$ cat config.mk
export PLATFORM = sky130hd
export DESIGN_NAME = nru_victim_sel
export DESIGN_NICKNAME = d
export VERILOG_FILES = /design/src/rtl/nru_pkg.sv /design/src/rtl/nru_flag_array.sv /design/src/rtl/nru_hand.sv /design/src/rtl/nru_sweep_ctrl.sv /design/src/rtl/nru_victim_sel.sv
export SDC_FILE = /design/constraint.sdc
export NUM_CORES = 1
export LEC_CHECK = 0
export BUFFER_PORTS_ARGS = -buffer_cell sky130_fd_sc_hd__buf_2
export CAP_MARGIN = 20
export CORE_ASPECT_RATIO = 0.8
export CORE_MARGIN = 5
export CORE_UTILIZATION = 30
export DETAILED_ROUTE_END_ITERATION = 12
export GPL_TIMING_DRIVEN = 0
export PLACE_DENSITY_LB_ADDON = 0.08
export SLEW_MARGIN = 30
export SYNTH_ARGS = -nofsm -noshare
export SYNTH_HDL_FRONTEND = slang
export SYNTH_SLANG_ARGS = --single-unit
$ cat constraint.sdc
create_clock -name clk -period 2.31 [get_ports clk]
set_clock_uncertainty 0.2 [all_clocks]
set_input_delay 0.231 -clock clk [delete_from_list [all_inputs] [get_ports clk]]
set_output_delay 0.231 -clock clk [all_outputs]
set_load 0.005 [all_outputs]
$ cat src/rtl/nru_pkg.sv
package nru_pkg;

  typedef enum logic {
    ST_IDLE,
    ST_SCAN
  } sweep_state_e;

  // Circular successor of a frame index in a table of n frames.
  function automatic int wrap_next(input int h, input int n);
    return (h + 1 >= n) ? 0 : h + 1;
  endfunction

endpackage

$ cat src/rtl/nru_flag_array.sv
module nru_flag_array #(
  parameter int NFRAMES = 8,
  parameter int IDXW    = 3
) (
  input  logic               clk,
  input  logic               rst_n,
  input  logic               ref_vld,
  input  logic [IDXW-1:0]    ref_idx,
  input  logic               wr_vld,
  input  logic [IDXW-1:0]    wr_idx,
  input  logic               fill_vld,
  input  logic [IDXW-1:0]    fill_idx,
  input  logic               clr_en,
  input  logic [IDXW-1:0]    clr_idx,
  output logic [NFRAMES-1:0] ref_bits,
  output logic [NFRAMES-1:0] dirty_bits
);

  for (genvar i = 0; i < NFRAMES; i++) begin : g_frame
    logic ref_hit, wr_hit, fill_hit, clr_hit;
    assign ref_hit  = ref_vld  && (ref_idx  == IDXW'(i));
    assign wr_hit   = wr_vld   && (wr_idx   == IDXW'(i));
    assign fill_hit = fill_vld && (fill_idx == IDXW'(i));
    assign clr_hit  = clr_en   && (clr_idx  == IDXW'(i));

    always_ff @(posedge clk or negedge rst_n) begin
      if (!rst_n) begin
        ref_bits[i]   <= 1'b0;
        dirty_bits[i] <= 1'b0;
      end else begin
        if (ref_hit)                  ref_bits[i] <= 1'b1;
        else if (clr_hit || fill_hit) ref_bits[i] <= 1'b0;
        if (wr_hit)                   dirty_bits[i] <= 1'b1;
        else if (fill_hit)            dirty_bits[i] <= 1'b0;
      end
    end
  end

endmodule

$ cat src/rtl/nru_hand.sv
module nru_hand
  import nru_pkg::*;
#(
  parameter int NFRAMES = 8,
  parameter int IDXW    = 3,
  parameter int STEPW   = 4
) (
  input  logic            clk,
  input  logic            rst_n,
  input  logic            start,
  input  logic            adv,
  output logic [IDXW-1:0] hand,
  output logic            pass_done
);

  logic [STEPW-1:0] step;

  assign pass_done = (step == STEPW'(NFRAMES));

  always_ff @(posedge clk or negedge rst_n) begin
    if (!rst_n) begin
      hand <= '0;
      step <= '0;
    end else begin
      if (adv) hand <= IDXW'(wrap_next(int'(hand), NFRAMES));
      if (start)                  step <= '0;
      else if (adv && !pass_done) step <= step + 1'b1;
    end
  end

endmodule

$ cat src/rtl/nru_sweep_ctrl.sv
module nru_sweep_ctrl
  import nru_pkg::*;
#(
  parameter int IDXW = 3
) (
  input  logic            clk,
  input  logic            rst_n,
  input  logic            req,
  input  logic            prefer_clean,
  input  logic            cur_ref,
  input  logic            cur_dirty,
  input  logic            pass_done,
  input  logic [IDXW-1:0] hand,
  output logic            start,
  output logic            adv,
  output logic            clr_en,
  output logic            pick,
  output logic            mode_clean,
  output logic            done,
  output logic [IDXW-1:0] victim
);

  sweep_state_e state;
  logic scanning, fallback;

  assign scanning = (state == ST_SCAN);
  assign start    = (state == ST_IDLE) && req;
  assign fallback = !mode_clean || pass_done;
  assign pick     = scanning && !cur_ref && (fallback || !cur_dirty);
  assign adv      = scanning;
  assign clr_en   = scanning && cur_ref;

  always_ff @(posedge clk or negedge rst_n) begin
    if (!rst_n) begin
      state      <= ST_IDLE;
      mode_clean <= 1'b0;
      done       <= 1'b0;
      victim     <= '0;
    end else begin
      done <= pick;
      if (pick) victim <= hand;
      if (start) begin
        state      <= ST_SCAN;
        mode_clean <= prefer_clean;
      end else if (pick) begin
        state <= ST_IDLE;
      end
    end
  end

endmodule

$ cat src/rtl/nru_victim_sel.sv
module nru_victim_sel #(
  parameter int NFRAMES = 8,
  parameter int IDXW    = (NFRAMES > 1) ? $clog2(NFRAMES) : 1
) (
  input  logic            clk,
  input  logic            rst_n,
  input  logic            ref_vld,
  input  logic [IDXW-1:0] ref_idx,
  input  logic            wr_vld,
  input  logic [IDXW-1:0] wr_idx,
  input  logic            fill_vld,
  input  logic [IDXW-1:0] fill_idx,
  input  logic            req,
  input  logic            prefer_clean,
  output logic            done,
  output logic [IDXW-1:0] victim
);

  localparam int STEPW = $clog2(NFRAMES + 1) + 1;

  logic [NFRAMES-1:0] ref_bits, dirty_bits;
  logic [IDXW-1:0]    hand;
  logic               start, adv, clr_en, pick, mode_clean, pass_done;
  logic               cur_ref, cur_dirty;

  assign cur_ref   = ref_bits[hand];
  assign cur_dirty = dirty_bits[hand];

  nru_flag_array #(.NFRAMES(NFRAMES), .IDXW(IDXW)) u_flags (
    .clk(clk), .rst_n(rst_n),
    .ref_vld(ref_vld), .ref_idx(ref_idx),
    .wr_vld(wr_vld), .wr_idx(wr_idx),
    .fill_vld(fill_vld), .fill_idx(fill_idx),
    .clr_en(clr_en), .clr_idx(hand),
    .ref_bits(ref_bits), .dirty_bits(dirty_bits)
  );

  nru_hand #(.NFRAMES(NFRAMES), .IDXW(IDXW), .STEPW(STEPW)) u_hand (
    .clk(clk), .rst_n(rst_n), .start(start), .adv(adv),
    .hand(hand), .pass_done(pass_done)
  );

  nru_sweep_ctrl #(.IDXW(IDXW)) u_ctrl (
    .clk(clk), .rst_n(rst_n), .req(req), .prefer_clean(prefer_clean),
    .cur_ref(cur_ref), .cur_dirty(cur_dirty), .pass_done(pass_done),
    .hand(hand), .start(start), .adv(adv), .clr_en(clr_en), .pick(pick),
    .mode_clean(mode_clean), .done(done), .victim(victim)
  );

endmodule

==> summary.md <==
| Metric | Value |
|---|---|
| Layout Cells excl Fill | `253` |
| Total GRT Usage | `0.118` |
| # diodes | `0` |
| RSZ-0062 raised after global routing | `false` |
| Worst setup path class | `reg -> reg` |
| Sequential fraction of the synthesis area | `0.457` |
| Area grow syn2layout | `19.4%` |
| Worst-path clk slew | `around 0.06 ns` |
| Starting DRT DRC Count | `53` |
| Overflow after GRT | `0` |
| Achievable Freq | `457 MHz` |
| Initial Util | `0.305` |
| Syn Nets | `180` |
| Row count | `24` |
| HP Class | `in -> reg` |
| Clock insertion delay at the later pin of the skew report | `0.28 ns` |
| Port bufs | `19` |
| Combinational share of power | `0.446` |
| CP Capture Type | `flip-flop` |
| Nets | `between 200 and 250` |
| Crit path required time | `2.27 ns` |
| Routed WL per cell | `15.2 um` |
| Slew @ Worst Pin | `0.672 ns` |
| Net load switching power | `just over 0.0009 W` |
| Commonest non-fill, non-tap cells in the layout | `dfrtp_1 (29), buf_2 (22), nand2_1 (18)` |
| Routed WL | `roughly 3900 um` |
| TritonCTS clock tree | `built` |
| GPL Wtd Cong | `0.765` |
| Cell family with most CP delay | `compound AO/OA/AOI/OAI gates` |
| Pwr dens | `around 1200 nW/um^2` |
| Antenna violations before repair | `0` |
| Ys async rst share | `1.00` |
| CTS Sinks | `30` |
| Yosys reg bits | `30` |
| Predominant post-synthesis flop cell | `dfrtp_1` |
| Fillers | `about 550` |
| Final setup viols | `0` |
| Finished Core Util | `0.365` |
| Status | `finished, final reports clean` |
| Synthesis Warnings | `0` |
| Placed cell area | `1820 sq um` |
| DRC | `0` |
| Worst path arrival time | `around 2.2 ns` |
| Cell count after synthesis | `between 150 and 200` |
| Final hold violations | `0` |
| Leading cell type in the layout, fill and taps excluded | `dfrtp_1` |
| Final Max Tran Viols | `0` |
| Buf/Inv on CP | `1` |
| Antenna Violating Nets Remaining | `0` |
| Chip Width | `between 90 and 100 um` |
| Relative slew slack | `0.552` |
| Lkg Pwr | `approximately 0.85 nW` |
| Total CTS buffers | `5` |
| Max-cap violations | `0` |
| Crit-path cells | `buf_2 > nand2b_1 > a211oi_2 > o31ai_1 > a21oi_2 > mux2_1` |
| DP HPWL | `slightly above 3000 um` |
| I/O pins | `20` |
| EDFF count, synth | `0` |
| Crit start category | `flip-flop` |
| Layout cell share with drive strength beyond 1 | `0.218` |
| DRT Pass-1 Iters | `4` |
| Vias in the first global route | `between 1000 and 1500` |
| First-pass GRT wire length | `between 6000 and 7000 um` |
| CTS H-tree depth | `2` |
| Largest net degree at the start of global routing | `31` |
| Crit-path slowest cell | `dfrtp_1` |
| Clock power share | `0.180` |
| Via-per-instance ratio | `4.93` |
| Setup Fix Bufs, Post-CTS | `0` |
| Final instance area | `about 2000 sq um` |
| Pint | `around 0.0015 W` |
| Max IR drop VDD | `499 uV` |
| Crit-path max FO | `9` |
| Mapped cell area | `between 1500 and 2000 sq um` |
| Die area | `7060 sq um` |
| Net Sw Frac | `0.380` |
| Via Count | `1248` |
| Fin crit share | `0.947` |
| Sequential power share | `0.373` |
| Post-layout min period | `~2.2 ns` |
| Die span in y | `about 76 um` |
| Root cell of the clock tree | `clkbuf_8` |
| Core area | `5380 sq um` |
| Crit-path max cell delay | `~0.4 ns` |
| WHS | `~0.022 ns` |
| Sum Neg Setup Slack | `0 ns` |
| Unique masters post-synth | `33` |
| Syn avg cell area | `roughly 11 sq um` |
| Clock Tree Buf Depth | `2` |
| Placed cell count | `240` |
## sequential cells by signal (all words and copies together) (netlist names)
register and flops:
u_hand.hand 3, u_ctrl.adv 1, u_ctrl.mode_clean 1, u_ctrl.victim 3, u_hand.step 5, u_flags.ref_bits 8, u_flags.dirty_bits 8, u_ctrl.done 1
## synth_stat cells (2+ instances only)
master | count | area [sq um]
mux2_2 | 3 | 33.8
mux2_1 | 5 | 56.3
o21ai_0 | 11 | 55.1
inv_1 | 5 | 18.8
a32o_1 | 10 | 100
mux2i_1 | 2 | 20.0
and2_1 | 2 | 12.5
nand2_1 | 18 | 67.6
a21oi_1 | 2 | 10.0
buf_2 | 3 | 15.0
nand4_1 | 2 | 12.5
ha_1 | 8 | 100
nor2_1 | 8 | 30.0
nand3_1 | 14 | 70.1
dfrtp_1 | 30 | 751
nand2b_1 | 6 | 37.5
nor2b_1 | 9 | 56.3
o31ai_1 | 2 | 15.0
a31oi_1 | 2 | 12.5
## layer usage
metal / vias to the layer above / share of wire / track usage
met5: - / 0 / 0
met4: 0 / 0.016 / 0.0439
met3: 6 / 0.038 / 0.0365
met2: 20 / 0.40 / 0.156
met1: 595 / 0.55 / 0.176
li1: 627 / - / -
## per-stage QoR
stage                     total power (W)  worst slack [ns]
after floorplan                   0.00167             0.293
after global placement            0.00194          -0.00215
after detailed placement          0.00196           0.00583
after CTS                         0.00242            0.0803
after global routing              0.00257            0.0285
final                             0.00238             0.121
## final timing paths
| path | from | end | slack [ns] | cells after the start |
|---|---|---|---|---|
| max | u_hand.hand[1] | u_ctrl.victim[2] | 0.12 | 6 |
| min | wr_idx[0] | u_flags.dirty_bits[1] | 0.02 | 2 |
| max reg2reg | u_hand.hand[1] | u_ctrl.victim[2] | 0.12 | 6 |
| min reg2reg | u_hand.step[4] | u_hand.step[4] | 0.28 | 1 |
| max in group asynchronous | rst_n | u_hand.hand[0] | 1.11 | 2 |
| min in group asynchronous | rst_n | u_flags.dirty_bits[6] | 0.33 | 2 |
## layout make-up
cell class | count | area, sq um | area share
repair buffers | 24 | 145 | 0.0740
flip-flops and latches | 30 | 752 | 0.384
multi-input cells | 116 | 842 | 0.429
clock inverters | 1 | 5.00 | 0.00255
clock buffers | 7 | 86.3 | 0.0440
inverters | 5 | 18.8 | 0.00957
plain buffers | 5 | 30.0 | 0.0153
well taps | 65 | 81.3 | 0.0415
## logic make-up (layout without fill, tap and decap cells)
family          after synthesis  in the layout  synth area share
mux                          11             11            0.0762
xor+xnor                      2              2            0.0107
flops                        30             30             0.457
compound gates               34             34             0.171
fa+ha+maj                     8              8            0.0610
buf+inv                      10             42            0.0297
simple gates                 61             61             0.194
## power groups by stage
| stage | Sequential, W | Clock (W) | Combinational (W) |
|---|---|---|---|
| after floorplan | 0.000854 | 0 | 0.000818 |
| after global placement | 0.000890 | 0 | 0.00105 |
| after detailed placement | 0.000898 | 0 | 0.00106 |
| after CTS | 0.000890 | 0.000448 | 0.00108 |
| after global routing | 0.000918 | 0.000469 | 0.00119 |
| final | 0.000889 | 0.000430 | 0.00106 |
## what timing repair did
action,in CTS,in global routing
endpoints found under the hold margin,33,0
setup endpoints to repair,3,0
hold buffers,5,0
resized for setup,1,0
Note: power is estimated with default switching activity, not from simulation.
